===== config.mk =====
export PLATFORM = sky130hd
export DESIGN_NAME = cfg_index_port
export DESIGN_NICKNAME = d
export VERILOG_FILES = /design/src/rtl/cfg_index_port.sv
export SDC_FILE = /design/constraint.sdc
export NUM_CORES = 1
export LEC_CHECK = 0
export BUFFER_PORTS_ARGS = -buffer_cell sky130_fd_sc_hd__buf_2
export CAP_MARGIN = 5
export CELL_PAD_IN_SITES_DETAIL_PLACEMENT = 0
export CELL_PAD_IN_SITES_GLOBAL_PLACEMENT = 1
export CORE_MARGIN = 2
export CORE_UTILIZATION = 36
export CTS_BUF_LIST = sky130_fd_sc_hd__clkbuf_16
export DETAILED_ROUTE_END_ITERATION = 8
export MAX_ROUTING_LAYER = met4
export PLACE_DENSITY = 0.89
export SETUP_SLACK_MARGIN = 0.02
export SKIP_CTS_REPAIR_TIMING = 1
export SYNTH_ARGS = -nofsm -noshare
export SYNTH_HDL_FRONTEND = slang
export SYNTH_SLANG_ARGS = --single-unit
export TNS_END_PERCENT = 10

===== constraint.sdc =====
create_clock -name clk -period 3.77 [get_ports clk]
set_input_delay 0.5655 -clock clk [delete_from_list [all_inputs] [get_ports clk]]
set_output_delay 0.5655 -clock clk [all_outputs]
set_load 0.1 [all_outputs]

===== src/rtl/cfg_index_port.sv =====
module cfg_index_port #(
  parameter int ADDR_W = 8,
  parameter int DATA_W = 8,
  parameter int BASE_W = 32,
  parameter logic [ADDR_W-1:0] IDX_PORT = 8'h22,
  parameter logic [ADDR_W-1:0] DAT_PORT = 8'h23,
  parameter logic [DATA_W-1:0] CTL_IDX  = 8'hC3,
  parameter logic [DATA_W-1:0] GEN_IDX  = 8'hB8,
  parameter int MAP_BIT = 4
) (
  input  logic              clk,
  input  logic              rst_n,
  input  logic [ADDR_W-1:0] io_addr,
  input  logic              io_wr,
  input  logic              io_rd,
  input  logic [DATA_W-1:0] io_wdata,
  output logic [DATA_W-1:0] io_rdata,
  output logic [BASE_W-1:0] base_addr
);
  localparam int HI_W = 2;

  logic [DATA_W-1:0] idx_q, ctl_q, gen_q;
  logic              idx_vld;

  wire idx_wr  = io_wr & (io_addr == IDX_PORT);
  wire dat_wr  = io_wr & (io_addr == DAT_PORT);
  wire dat_rd  = io_rd & (io_addr == DAT_PORT);
  wire map_en  = ctl_q[MAP_BIT];
  wire hit_ctl = idx_vld & (idx_q == CTL_IDX);
  wire hit_gen = idx_vld & (idx_q == GEN_IDX) & map_en;

  always_ff @(posedge clk) begin
    if (!rst_n) begin
      idx_q   <= '0;
      idx_vld <= 1'b0;
      ctl_q   <= '0;
      gen_q   <= '0;
    end else begin
      if (idx_wr) begin
        idx_q   <= io_wdata;
        idx_vld <= 1'b1;
      end else if (dat_wr | dat_rd) begin
        idx_vld <= 1'b0;
      end
      if (dat_wr & hit_ctl) ctl_q <= io_wdata;
      if (dat_wr & hit_gen) gen_q <= io_wdata;
    end
  end

  always_comb begin
    io_rdata = '1;
    if (dat_rd) begin
      if (hit_ctl)      io_rdata = ctl_q;
      else if (hit_gen) io_rdata = gen_q;
    end
  end

  assign base_addr = {gen_q[HI_W-1:0], {(BASE_W-HI_W){1'b0}}};

  // Control register write lands regardless of map-enable
  assert_ctl_write_R2: assert property (@(posedge clk) disable iff (!rst_n)
    (dat_wr && idx_vld && idx_q == CTL_IDX) |=> ctl_q == $past(io_wdata));

  assert_gated_write_R4: assert property (@(posedge clk) disable iff (!rst_n)
    (dat_wr && !map_en) |=> $stable(gen_q));

  assert_index_spent_R6: assert property (@(posedge clk) disable iff (!rst_n)
    (dat_wr || dat_rd) ##1 dat_rd |-> io_rdata == '1);

  assert_unmapped_drop_R7: assert property (@(posedge clk) disable iff (!rst_n)
    (dat_wr && idx_vld && idx_q != CTL_IDX && idx_q != GEN_IDX)
      |=> ($stable(ctl_q) && $stable(gen_q)));

  assert_base_hold_R8: assert property (@(posedge clk) disable iff (!rst_n)
    !(dat_wr && hit_gen) |=> $stable(base_addr));
endmodule


==> summary.md <==
| Metric | Value |
|---|---|
| Slowest CP cell | `or4_4` |
| Reg power frac | `about two fifths` |
| Setup ws final | `1.008 ns` |
| F_max | `362.0 MHz` |
| Worst slew pin tran | `0.6090 ns` |
| Number of global-route vias before repair | `between 800 and 900` |
| CTS clk-pin slew, worst paths | `about 0.07 ns` |
| Post-synth top area share | `between 30% and 40%` |
| Most Frequent Cell on Critical Path | `buf_2` |
| Clock Skews | `roughly 0.0046 ns` |
| Number of synthesized register bits | `25` |
| P_int | `approximately 0.00042 W` |
| Synth area leaders | `dfxtp_1 (37%), mux2i_1 (18%), buf_4 (18%)` |
| Initial Util | `between 30% and 40%` |
| I/O pins | `60` |
| Fin cells | `about 230` |
| 1st-iter DRT viols | `33` |
| Clk_lat worst skew | `roughly 0.26 ns` |
| Die H | `65.16 um` |
| Period utilization | `about three quarters` |
| Clock share of power | `a little under two fifths` |
| Site row count | `22` |
| Sw frac | `a little over a third` |
| Final Max Tran Viols | `0` |
| Worst path cell trace | `buf_2 > or4_4 > nor3_2 > nand2_1 > buf_2` |
| Synth Area in Compound Gates | `under 10%` |
| Status | `finished clean` |
| GRT Overall Usage | `13.24%` |
| Combinational share of power | `23.2%` |
| Critical path type | `primary input to output port` |
| Worst path top cell family by delay | `simple AND/OR/NAND/NOR gates` |
| Setup TNS | `0 ns` |
| Crit path buf inv count | `2` |
| Ant. Diodes | `0` |
| Sequential area share after synthesis | `between 30% and 40%` |
| Maximum vdd drop | `~0.20 mV` |
| Area Growth Syn to Fin | `9.201%` |
| Most frequent cell after synthesis | `nand2_1` |
| Placement Setup Slack | `0.9504 ns` |
| DRC | `0` |
| H-tree levels | `1` |
| GPL Wtd Cong | `0.7512` |
| PD cells | `between 400 and 500 nW/um2` |
| Async SR Flop Fraction | `0%` |
| Final number of setup-violating endpoints | `0` |
| RSZ-0062 raised after global routing | `no` |
| Initial antenna violation count | `0` |
| Power Total | `roughly 0.00066 W` |
| Share of layout cells above drive strength 1 | `~20%` |
| Critical Path AT | `2.20 ns` |
| Main synth FF type | `dfxtp_1` |
| Multiplexer share of the synthesized area | `17.84%` |
| Antenna-violating nets left | `0` |
| Root Buffer | `clkbuf_16` |
| Full die area | `roughly 4200 um2` |
| CP max FO | `9` |
| Global-route wire length before repair | `4077 um` |
| Ys Warns | `0` |
| Critical Path RT | `around 3.2 ns` |
| Main combinational cell family by area after synthesis | `buffers and inverters` |
| Detailed Place HPWL | `about 1900 um` |
| Mapped Area | `roughly 1300 um2` |
| XOR/XNOR Fraction of Synth Area | `0%` |
| Area leader, netlist | `dfxtp_1` |
| Fin crit period | `2.762 ns` |
| Post-Synth Adder-Cell Area | `0%` |
| Max_slew headroom | `around 59%` |
| Simple-gate share of the synthesized area | `between 10% and 20%` |
| CP endpoint kind | `output port` |
| Num CTS Buffers | `3` |
| TritonCTS clock tree | `yes` |
| Hold Crit Class | `flip-flop to flip-flop` |
| Max-Cap Viols | `0` |
| Largest net degree at the start of global routing | `27` |
| # clock sinks | `25` |
| Leak | `roughly 0.8 nW` |
| Synth cell count leaders | `nand2_1 (35), buf_4 (32), dfxtp_1 (25)` |
| Vias | `about 980` |
| TritonRoute pass-1 iters | `4` |
| Distinct cell type count after synthesis | `22` |
| Grt ovf | `0` |
| Startpoint types | `primary input` |
| Routed WL | `about 2600 um` |
| Buffers added on ports | `29` |
| Via density | `roughly 4.3` |
| Mean routed wirelength per cell | `approximately 11 um` |
| Dpl cells | `~220` |
| Die Wd | `~65 um` |
| EDFF count, synth | `0` |
| Final hold vios | `0` |
| Net Sw Power | `roughly 0.00024 W` |
| Crit-path max cell delay | `approximately 0.54 ns` |
| Mapped Cells | `155` |
| Fin nets | `200` |
| Core Area | `roughly 3600 um2` |
| Max Root-Sink Buffers | `2` |
| Mapped Avg Cell Area | `slightly below 9 um2` |
==> stage by stage <==
step / hold WS [ns] / instance area (um2) / util [%]
floorplan: 0.4383 / 1455 / -
detailed placement: 0.4533 / 1388 / 38.19
global placement: 0.4463 / 1388 / 38.19
global route: 0.4849 / 1470 / 40.46
finish: 0.4577 / 1470 / 40.46
CTS: 0.4636 / 1470 / 40.46
==> placed cells by master (no fill, tap or decap), types with 2 or more instances in the layout <==
| master | instances |
|---|---|
| conb_1 | 30 |
| nor2_1 | 9 |
| or4_4 | 2 |
| nand4_1 | 2 |
| buf_2 | 29 |
| clkbuf_16 | 3 |
| nand2b_1 | 2 |
| dfxtp_1 | 25 |
| o22ai_1 | 8 |
| mux2i_1 | 24 |
| nand2_1 | 35 |
==> worst min-delay path, stage by stage (launching register included) <==
cell and delay [ns]:
dfxtp_1 0.31, nand2_1 0.05, mux2i_1 0.05
==> cell families after synthesis <==
| logic type | after synthesis |
|---|---|
| other cells | 1 |
| simple gates | 56 |
| flops | 25 |
| mux | 24 |
| compound gates | 9 |
| buf+inv | 40 |
==> worst paths after layout <==
kind,startpoint,endpoint,slack [ns],cells past startpoint
worst max-delay path,io_addr[7],io_rdata[4],1.01,5
worst min-delay path,gen_q[6],gen_q[6],0.46,2
worst max register to register,idx_q[3],ctl_q[4],1.81,4
worst min register to register,gen_q[6],gen_q[6],0.46,2
==> power groups by stage <==
stage          registers [W]  clock network, W  logic, W
2_1_floorplan       0.000270                 0  0.000164
3_3_place_gp        0.000270                 0  0.000153
3_5_place_dp        0.000270                 0  0.000153
4_1_cts             0.000264          0.000247  0.000153
5_1_grt             0.000264          0.000259  0.000158
6_report            0.000264          0.000242  0.000153
==> flip-flops by register name (all words and copies together), names as in the netlist <==
name and flops:
gen_q 8, ctl_q 8, idx_q 8, idx_vld 1
==> per-layer routing <==
metal	vias up	global-route usage [%]	routed length [um]
li1	509	-	-
met1	433	15.90	1205
met2	32	21.01	1156
met3	5	2.226	127
met4	0	7.813	65
met5	-	-	0
==> final cells by class <==
cell class	instances	area [um2]
fillers	410	2163
multi-input cells	119	674.4
flip-flops and latches	25	500.5
repair buffers	29	145.1
clock buffers	3	75.07
well taps	48	60.06
clock inverters	1	7.507
inverters	2	7.507
No activity file was read; power rests on OpenSTA's default activity.
